<file path="src/rtl/rtf_pkg.sv">
package rtf_pkg;
  localparam int NUM_REGS   = 16;
  localparam int DATA_W     = 32;
  localparam int TAG_W      = 4;
  localparam int IDX_W      = $clog2(NUM_REGS);
endpackage

</file>
<file path="src/rtl/rtf_tag_state.sv">
module rtf_tag_state #(
  parameter int NREG = rtf_pkg::NUM_REGS,
  parameter int TW   = rtf_pkg::TAG_W,
  localparam int AW  = $clog2(NREG)
) (
  input  logic                     clk,
  input  logic                     rst,
  input  logic                     ren_valid,
  input  logic [AW-1:0]            ren_addr,
  input  logic [TW-1:0]            ren_tag,
  input  logic                     res_valid,
  input  logic [TW-1:0]            res_tag,
  output logic [NREG-1:0]          pend_q,
  output logic [NREG-1:0][TW-1:0]  tag_q,
  output logic [NREG-1:0]          hit_o
);
  logic ren_live;
  logic res_live;
  assign ren_live = ren_valid && (ren_tag != '0);
  assign res_live = res_valid && (res_tag != '0);

  for (genvar i = 0; i < NREG; i++) begin : g_entry
    logic take;
    assign hit_o[i] = res_live && pend_q[i] && (tag_q[i] == res_tag);
    assign take     = ren_live && (ren_addr == AW'(i));

    always_ff @(posedge clk) begin
      if (rst) begin
        pend_q[i] <= 1'b0;
        tag_q[i]  <= '0;
      end else if (take) begin
        pend_q[i] <= 1'b1;
        tag_q[i]  <= ren_tag;
      end else if (hit_o[i]) begin
        pend_q[i] <= 1'b0;
        tag_q[i]  <= '0;
      end
    end

    AST_COLLIDE_KEEPS_PENDING: assert property (@(posedge clk) disable iff (rst)
      (take && hit_o[i]) |=> (pend_q[i] && tag_q[i] == $past(ren_tag)));
  end

  AST_RENAME_RECORDED: assert property (@(posedge clk) disable iff (rst)
    ren_live |=> (pend_q[$past(ren_addr)] && tag_q[$past(ren_addr)] == $past(ren_tag)));
endmodule

</file>
<file path="src/rtl/rtf_value_store.sv">
module rtf_value_store #(
  parameter int NREG = rtf_pkg::NUM_REGS,
  parameter int DW   = rtf_pkg::DATA_W
) (
  input  logic                     clk,
  input  logic                     rst,
  input  logic [NREG-1:0]          wr_en,
  input  logic [DW-1:0]            wr_data,
  output logic [NREG-1:0][DW-1:0]  val_q
);
  for (genvar i = 0; i < NREG; i++) begin : g_word
    always_ff @(posedge clk) begin
      if (rst)
        val_q[i] <= '0;
      else if (wr_en[i])
        val_q[i] <= wr_data;
    end
  end
endmodule

</file>
<file path="src/rtl/rtf_read_port.sv">
module rtf_read_port #(
  parameter int NREG = rtf_pkg::NUM_REGS,
  parameter int DW   = rtf_pkg::DATA_W,
  parameter int TW   = rtf_pkg::TAG_W,
  localparam int AW  = $clog2(NREG)
) (
  input  logic                     clk,
  input  logic                     rst,
  input  logic [AW-1:0]            addr,
  input  logic [NREG-1:0]          pend,
  input  logic [NREG-1:0][TW-1:0]  tags,
  input  logic [NREG-1:0][DW-1:0]  vals,
  input  logic                     res_valid,
  input  logic [TW-1:0]            res_tag,
  input  logic [DW-1:0]            res_value,
  output logic                     ready_q,
  output logic [DW-1:0]            value_q,
  output logic [TW-1:0]            tag_q
);
  logic          sel_pend;
  logic [TW-1:0] sel_tag;
  logic          bypass;

  assign sel_pend = pend[addr];
  assign sel_tag  = tags[addr];
  assign bypass   = sel_pend && res_valid && (res_tag != '0) && (res_tag == sel_tag);

  always_ff @(posedge clk) begin
    if (rst) begin
      ready_q <= 1'b1;
      value_q <= '0;
      tag_q   <= '0;
    end else if (bypass) begin
      ready_q <= 1'b1;
      value_q <= res_value;
      tag_q   <= '0;
    end else if (sel_pend) begin
      ready_q <= 1'b0;
      value_q <= '0;
      tag_q   <= sel_tag;
    end else begin
      ready_q <= 1'b1;
      value_q <= vals[addr];
      tag_q   <= '0;
    end
  end

  AST_PENDING_HAS_TAG: assert property (@(posedge clk) disable iff (rst)
    !ready_q |-> (tag_q != '0 && value_q == '0));
  AST_READY_NO_TAG: assert property (@(posedge clk) disable iff (rst)
    ready_q |-> (tag_q == '0));
endmodule

</file>
<file path="src/rtl/rtf_regfile.sv">
module rtf_regfile #(
  parameter int NREG = rtf_pkg::NUM_REGS,
  parameter int DW   = rtf_pkg::DATA_W,
  parameter int TW   = rtf_pkg::TAG_W,
  localparam int AW  = $clog2(NREG)
) (
  input  logic          clk,
  input  logic          rst,
  input  logic [AW-1:0] rd0_addr,
  output logic          rd0_ready,
  output logic [DW-1:0] rd0_value,
  output logic [TW-1:0] rd0_tag,
  input  logic [AW-1:0] rd1_addr,
  output logic          rd1_ready,
  output logic [DW-1:0] rd1_value,
  output logic [TW-1:0] rd1_tag,
  input  logic          ren_valid,
  input  logic [AW-1:0] ren_addr,
  input  logic [TW-1:0] ren_tag,
  input  logic          res_valid,
  input  logic [TW-1:0] res_tag,
  input  logic [DW-1:0] res_value
);
  logic [NREG-1:0]          pend;
  logic [NREG-1:0][TW-1:0]  tags;
  logic [NREG-1:0][DW-1:0]  vals;
  logic [NREG-1:0]          hit;

  rtf_tag_state #(.NREG(NREG), .TW(TW)) u_tags (
    .clk(clk), .rst(rst),
    .ren_valid(ren_valid), .ren_addr(ren_addr), .ren_tag(ren_tag),
    .res_valid(res_valid), .res_tag(res_tag),
    .pend_q(pend), .tag_q(tags), .hit_o(hit)
  );

  rtf_value_store #(.NREG(NREG), .DW(DW)) u_vals (
    .clk(clk), .rst(rst), .wr_en(hit), .wr_data(res_value), .val_q(vals)
  );

  logic [1:0][AW-1:0] rd_addr;
  logic [1:0]         rd_ready;
  logic [1:0][DW-1:0] rd_value;
  logic [1:0][TW-1:0] rd_tag;
  assign rd_addr[0] = rd0_addr;
  assign rd_addr[1] = rd1_addr;

  for (genvar p = 0; p < 2; p++) begin : g_port
    rtf_read_port #(.NREG(NREG), .DW(DW), .TW(TW)) u_rd (
      .clk(clk), .rst(rst), .addr(rd_addr[p]),
      .pend(pend), .tags(tags), .vals(vals),
      .res_valid(res_valid), .res_tag(res_tag), .res_value(res_value),
      .ready_q(rd_ready[p]), .value_q(rd_value[p]), .tag_q(rd_tag[p])
    );
  end

  assign rd0_ready = rd_ready[0];
  assign rd0_value = rd_value[0];
  assign rd0_tag   = rd_tag[0];
  assign rd1_ready = rd_ready[1];
  assign rd1_value = rd_value[1];
  assign rd1_tag   = rd_tag[1];

  for (genvar i = 0; i < NREG; i++) begin : g_chk
    AST_STALE_RESULT_DROPPED: assert property (@(posedge clk) disable iff (rst)
      (res_valid && pend[i] && tags[i] != res_tag) |=> $stable(vals[i]));
    AST_MATCH_WRITES_BACK: assert property (@(posedge clk) disable iff (rst)
      (res_valid && res_tag != '0 && pend[i] && tags[i] == res_tag &&
       !(ren_valid && ren_tag != '0 && ren_addr == AW'(i)))
      |=> (!pend[i] && vals[i] == $past(res_value)));
  end
endmodule

</file>
<file path="config.mk">
export PLATFORM = sky130hd
export DESIGN_NAME = rtf_regfile
export DESIGN_NICKNAME = d
export VERILOG_FILES = /design/src/rtl/rtf_pkg.sv /design/src/rtl/rtf_tag_state.sv /design/src/rtl/rtf_value_store.sv /design/src/rtl/rtf_read_port.sv /design/src/rtl/rtf_regfile.sv
export SDC_FILE = /design/constraint.sdc
export NUM_CORES = 1
export LEC_CHECK = 0
export BUFFER_PORTS_ARGS = -buffer_cell sky130_fd_sc_hd__buf_2
export CORE_UTILIZATION = 40
export DETAILED_ROUTE_END_ITERATION = 8
export GPL_TIMING_DRIVEN = 0
export SLEW_MARGIN = 30
export SYNTH_ARGS = -nofsm -noshare
export SYNTH_HDL_FRONTEND = slang
export SYNTH_SLANG_ARGS = --single-unit
</file>
<file path="constraint.sdc">
create_clock -name clk -period 2.8 [get_ports clk]
set_clock_uncertainty 0.05 [all_clocks]
set_input_delay 0.14 -clock clk [delete_from_list [all_inputs] [get_ports clk]]
set_output_delay 0.14 -clock clk [all_outputs]
set_load 0.01 [all_outputs]
</file>
==> results of run 1 <==
area by class of cell:
cell class,count,area (um^2)
fillers,7851,44900
multi-input cells,2045,19200
flip-flops and latches,666,13300
clock buffers,111,2240
plain buffers,324,1520
well taps,1134,1420
repair buffers,131,893
clock inverters,25,334
inverters,35,131
diodes,2,5.00
tightest hold or removal path, delay by kind of cell:
family,cells,cell delay (ns)
AND/OR/NAND/NOR,2,0.30
AO/OA/AOI/OAI,2,0.18
buffers and inverters,1,0.10
registers in the layout, indices dropped and copies added (netlist names):
signal               flops
u_vals.val_q           512
u_tags.pend_q           16
g_port.u_rd.tag_q        8
g_port.u_rd.ready_q      2
g_port.u_rd.value_q     64
u_tags.tag_q            64
logic make-up after synthesis:
group	count (synthesis)	share of synthesized area
buffers and inverters	368	0.0470
and+or+nand+nor	882	0.111
AOI/OAI and AO/OA	240	0.0505
DFF	666	0.392
xor gates and xnor gates	76	0.0196
muxes	847	0.380
routing by layer:
metal	wire length, um	track usage	vias up
met5	0	0	-
met4	5090	0.121	0
met3	11300	0.0559	256
met2	54400	0.433	1386
met1	50400	0.381	13500
li1	-	-	11500
through the flow:
step                      setup TNS, ns  hold WS [ns]  instance area (um^2)
after floorplan                       0         0.375                 34000
after global placement          -344.03         0.397                 35900
after detailed placement        -333.28         0.405                 35900
after CTS                             0        0.0210                 39000
after global routing                  0         0.115                 39000
final                           -0.0739        0.0607                 39000
report_power, final:
| group | switching, mW | internal (mW) | total, mW |
|---|---|---|---|
| registers | 0.0305 | 9.50 | 9.53 |
| logic | 1.15 | 0.474 | 1.62 |
| clock network | 4.38 | 5.97 | 10.4 |
| total | 5.56 | 15.9 | 21.5 |
repair_timing:
item                                   4_1_cts  5_1_grt
resized for setup                           18       21
hold buffers                                41        0
pin swaps                                    1        1
setup buffers                                3        0
setup endpoints to repair                  162      239
endpoints found under the hold margin      284        0
worst max-delay path by stage:
stage	to	cells after the start	slack (ns)
3_3_place_gp	g_port[1].u_rd.value_q[11]	7	-0.93
6_report	g_port[0].u_rd.value_q[29]	6	-0.03
3_5_place_dp	g_port[1].u_rd.value_q[31]	7	-0.93
2_1_floorplan	g_port[0].u_rd.value_q[13]	10	0.32
4_1_cts	u_vals.val_q[66]	7	0.01
5_1_grt	g_port[0].u_rd.value_q[18]	6	0.01
cells in the final DEF, fill, tap and decap left out, types with 31 or more instances in the layout:
master / Yosys / layout
mux4_2: 355 / 355
mux2i_1: 482 / 481
nand3b_1: 56 / 56
buf_2: 99 / 185
clkbuf_16: 0 / 78
xor2_1: 47 / 47
inv_1: 35 / 35
clkbuf_1: 177 / 175
nor2_1: 471 / 469
a21oi_1: 152 / 152
nand2_1: 255 / 255
a22o_1: 32 / 31
dlygate4sd3_1: 0 / 41
dfxtp_1: 666 / 666
==> impl_metrics.tcl, run 1 <==
set metrics [dict create \
    worstPathCellList "mux4_2, mux2_2, a21oi_1, xnor2_2, buf_2, o41ai_2" \
    grt_overflow 0 \
    fp.dieW_um 294 \
    rr_startpoint "u_tags.tag_q[19]" \
    gr-usage-all-layers 0.280 \
    via_count 26600 \
    min_to "u_tags.pend_q[0]" \
    slowest_delay_ns 0.47 \
    dp_slack_ns -0.930 \
    rsz0062_at_grt "no" \
    synth_nets 3135 \
    drt_wl_total_um 121000 \
    reg2reg_slack_ns -0.03 \
    area_growth_pct 14.7 \
    dr.pass1.iters 8 \
    antenna_found_initial 2 \
    ant_nets 0 \
    synth_area_leader_cell "dfxtp_1" \
    clockBufferDepth 3 \
    status "finished, violations left" \
    hold_violations 0 \
    critical_path_arrival_ns 3.29 \
    wl_per_cell_um 27.1 \
    final_core_util 0.465 \
    finalWorstSetupSlack_ns -0.0337 \
    initial_core_util 0.405 \
    drtIter0Drc 2736 \
    nNetsFinal 3337 \
    violations "negative setup slack" \
    grt_max_degree 20 \
    postSynthAreaPerCell_um2 11.1 \
    crit_buf_inv 1 \
    synth_top_area_share 0.392 \
    instances_no_fill 4473 \
    hold_path.class "in -> reg" \
    fin_crit_ns 2.83 \
    port_buffers 85 \
    critPathLaunch "u_tags.tag_q[19]" \
    ios 130 \
    dp_hpwl_um 85300 \
    cp-end-kind "flop" \
    cp-start-kind "flop" \
    ir_drop_uv 413 \
    grt_pass1_wl_um 177000 \
    drc 0 \
    clkSlewWorstSetupHoldPaths_ns 0.06 \
    grt_pass1_vias 25900 \
    async_flop_share 0 \
    synthTopCellsByCount "666 x dfxtp_1, 482 x mux2i_1, 471 x nor2_1" \
    slew-limit-headroom 0.244 \
    place.gp.congestion 0.923 \
    fin_crit_sh 1.01 \
    ys.flop_type "dfxtp_1" \
    ys_seq_elements 666 \
    timing.rr.end "g_port[0].u_rd.value_q[29]" \
    setup_viol 6 \
    leakage_nw 13.5 \
    synth.area.top_cells "dfxtp_1 39%, mux4_2 23%, mux2i_1 14%" \
    fp.dieH_um 294 \
    dp_cells 4300 \
    critPathKind "reg -> reg" \
    worst-path-max-fanout 10 \
    yosysWarnings 0 \
    root_buffer "clkbuf_16" \
    max_cap_violations 0 \
    min_path_cells 5 \
    synth_seq_area_share 0.392 \
    cp_top_family "compound AO/OA/AOI/OAI gates" \
    clk_latency_ns 0.66 \
    hp-start "ren_valid" \
    rows 106 \
    cts_tree "yes" \
    fmax_ghz 0.353 \
    p_total_mw 21.5 \
    viasPerCell 5.95 \
    htreeDepth 3 \
    coreArea_mm2 0.0840 \
    cp_slowest_cell "mux4_2" \
    drive_above_1_share 0.225 \
    synth.most_common_cell "dfxtp_1" \
    power_density_mw_per_mm2 551 \
    synth_cell_types 49 \
    r2r_cells 6 \
    netlist_area_mm2 0.0340 \
    synth_edf_count 0 \
    worst_pin_slew_ns 1.13 \
    cts_buffers 78 \
    finalMaxSlewViolations 0 \
    syn_inst 3079 \
    cts_sinks 666 \
    dieArea_mm2 0.0863 \
    cp.required_ns 3.26 \
]
Power figures use the tool's default switching activity.
==> run 2: changes to the inputs <==
--- a/config.mk
+++ b/config.mk
@@ -7,9 +7,11 @@
 export LEC_CHECK = 0
 export BUFFER_PORTS_ARGS = -buffer_cell sky130_fd_sc_hd__buf_2
 export CORE_UTILIZATION = 40
+export CTS_BUF_LIST = sky130_fd_sc_hd__clkbuf_8
 export DETAILED_ROUTE_END_ITERATION = 8
 export GPL_TIMING_DRIVEN = 0
 export SLEW_MARGIN = 30
 export SYNTH_ARGS = -nofsm -noshare
 export SYNTH_HDL_FRONTEND = slang
+export SYNTH_HIERARCHICAL = 1
 export SYNTH_SLANG_ARGS = --single-unit
==> run 2 against run 1 <==
Against the previous run:
- clock power decreased by 6%
- highest routed layer is now met5
- power is 1.7% lower
- routed wire length is 0.23% higher
- fmax decreased by 0.18%
- the flow still finishes with violations (negative setup slack)
- design area grew 5.4%
- critical path type is now in -> reg
- hold slack gained 0.012 ns
- critical path depth up 3
- sequential power hardly changed
- synthesized area is 4.7% higher
- largest power group unchanged
==> impl_metrics.tcl, run 2 <==
set metrics [dict create \
    largest_register_ffs 512 \
    dp_cells 4239 \
    power_density_mw_per_mm2 513 \
    grt_overflow 0 \
    antenna_found_initial 3 \
    cts_buffers 116 \
    nNetsFinal 3304 \
    max_cap_violations 0 \
    synth_seq_area_share 0.374 \
    cts_tree "yes" \
    port_buffers 123 \
    synthSimpleGateAreaFrac 0.0941 \
    wl_per_cell_um 26.9 \
    fmax_ghz 0.352 \
    fin_crit_ns 2.84 \
    synth_area_leader_cell "dfxtp_1" \
    synth_cell_types 52 \
    netlist_area_mm2 0.0356 \
    hold_ws_ns 0.0722 \
    instances_no_fill 4506 \
    drt_wl_total_um 121000 \
    violations "negative setup slack" \
    fp.dieW_um 300 \
    drive_above_1_share 0.303 \
    reg_top3 "u_vals/val_q x512, g_port.u_rd/value_q x64, u_tags/tag_q x64" \
    area_growth_pct 15.5 \
    drtIter0Drc 2659 \
    ys_seq_elements 666 \
    worst_pin_slew_ns 1.10 \
    p_total_mw 21.1 \
    cp_top_family "buffers and inverters" \
    crit_path_frequent_cell "mux4_2" \
    final_core_util 0.466 \
    gr-usage-all-layers 0.267 \
    fp.dieH_um 300 \
    synth_top_family_by_area "multiplexers" \
    cp-start-kind "input pin" \
    synthMuxAreaShare 0.380 \
    clk_latency_ns 0.80 \
    syn_inst 2946 \
    root_buffer "clkbuf_8" \
    setup_viol 2 \
    grt.busiest_layer "met2" \
    grtUsageMet1 0.353 \
    async_flop_share 0 \
    synth-adder-area-share 0 \
    grt_pass1_wl_um 175000 \
    grt_max_degree 17 \
    ys.flop_type "dfxtp_1" \
    grt_use_met3 0.0491 \
    via_count 26000 \
    dp_slack_ns -1.20 \
    grt_pass1_vias 25400 \
    finalMaxSlewViolations 0 \
    dp_hpwl_um 83200 \
    ios 130 \
    synth.area.top_cells "dfxtp_1 37%, mux4_2 22%, mux2i_1 15%" \
    dieArea_mm2 0.0903 \
    finalWorstSetupSlack_ns -0.0387 \
    regMostFlops "u_vals/val_q" \
    rsz0062_at_grt "yes" \
    slew-limit-headroom 0.265 \
    synth_nets 3002 \
    worst-path-max-fanout 10 \
    clockBufferDepth 3 \
    leakage_nw 14.6 \
    ir_drop_uv 397 \
    critical_path_arrival_ns 3.45 \
    status "finished, violations left" \
    cp-end-kind "flop" \
    synth_xor_area_frac 0.0167 \
    cts_sinks 666 \
    cp.required_ns 3.41 \
    synth-compound-area-share 0.0568 \
    critPathKind "in -> reg" \
    coreArea_mm2 0.0884 \
    yosysWarnings 6 \
    hold_violations 0 \
    use_met2 0.432 \
    slowest_delay_ns 0.86 \
    fin_crit_sh 1.01 \
    worstPathCellList "buf_6, buf_8, buf_12, clkbuf_1, buf_1, mux4_2, mux4_2, nand2_1, o31ai_4" \
    place.gp.congestion 0.902 \
    postSynthAreaPerCell_um2 12.1 \
    synth.most_common_cell "dfxtp_1" \
    synthTopCellsByCount "666 x dfxtp_1, 548 x mux2i_1, 520 x nor2_1" \
    dr.pass1.iters 6 \
    hold_path.class "in -> reg" \
    final_cell_mix "664 x dfxtp_1, 543 x mux2i_1, 518 x nor2_1" \
    drc 0 \
    viasPerCell 5.76 \
    crit_buf_inv 5 \
    synth_top_area_share 0.374 \
    synth_edf_count 0 \
    cp_slowest_cell "buf_1" \
    ant_nets 0 \
    htreeDepth 3 \
    rows 109 \
    mostFrequentLayoutCell "dfxtp_1" \
    clkSlewWorstSetupHoldPaths_ns 0.06 \
    initial_core_util 0.403 \
]
-- run 2: changes by cell type in the layout (fill, tap and decap cells not counted), sizes merged, moves of 68 or more --
cell   previous run  this run
a21oi           152         0
buf             230       357
mux2i           482       550
nand2           255        95
nand3            16        93
o22ai             0        70
-- run 2: tightest hold or removal path: stages --
cell	delay [ns]
buf_2	0.11
nor2b_1	0.13
a22oi_2	0.12
nand3_1	0.09
mux2i_1	0.06
and3_1	0.18
-- run 2: layer usage --
layer  vias to the layer above  wire, um
met1                     13100     50500
met4                         2      4860
li1                      11400         -
met2                      1137     56800
met5                         -        13
met3                       271      9260
-- run 2: report_power, final --
part | internal (mW) | switching (mW) | total [mW]
clock | 5.50 | 4.31 | 9.80
sequential | 9.50 | 0.0256 | 9.53
combinational | 0.598 | 1.20 | 1.80
-- run 2: final cells by class --
type                            instances  area [um^2]
Antenna cell                            2         5.00
Buffer                                291         2610
Sequential cell                       666        13300
Timing Repair Buffer                  184         1350
Clock inverter                         50          372
Multi-Input combinational cell       1919        19600
Fill cell                            8220        47200
Tap cell                             1165         1460
Clock buffer                          159         2190
Inverter                               70          263
-- run 2: worst paths after layout --
path,start,to,slack (ns),cells past startpoint
worst min-delay path,rd0_addr[2],g_port[0].u_rd/tag_q[0],0.07,6
worst min register to register,u_tags/pend_q[10],u_tags/pend_q[10],0.44,2
worst max-delay path,rd0_addr[1],g_port[0].u_rd/value_q[0],-0.04,9
worst max register to register,u_tags/tag_q[30],g_port[0].u_rd/value_q[31],0.03,9
-- run 2: what timing repair did --
action,4_1_cts,5_1_grt
endpoints found under the hold margin,633,0
hold buffers,47,0
pin swaps,4,1
resized for setup,19,9
endpoints found under the setup margin,60,29
gates cloned,0,2
setup buffers,6,1
-- run 2: through the flow --
stage / TNS (ns) / cell area (um^2)
after floorplan: 0 / 35600
after global placement: -65.20 / 37700
after detailed placement: -65.99 / 37900
after CTS: 0 / 41000
after global routing: -0.0504 / 41100
final: -0.0482 / 41200
-- run 2: cell families after synthesis --
logic type                Yosys count
AOI/OAI and AO/OA                 165
muxes                             908
DFF                               666
and+or+nand+nor                   778
xor gates and xnor gates           68
buffers and inverters             361
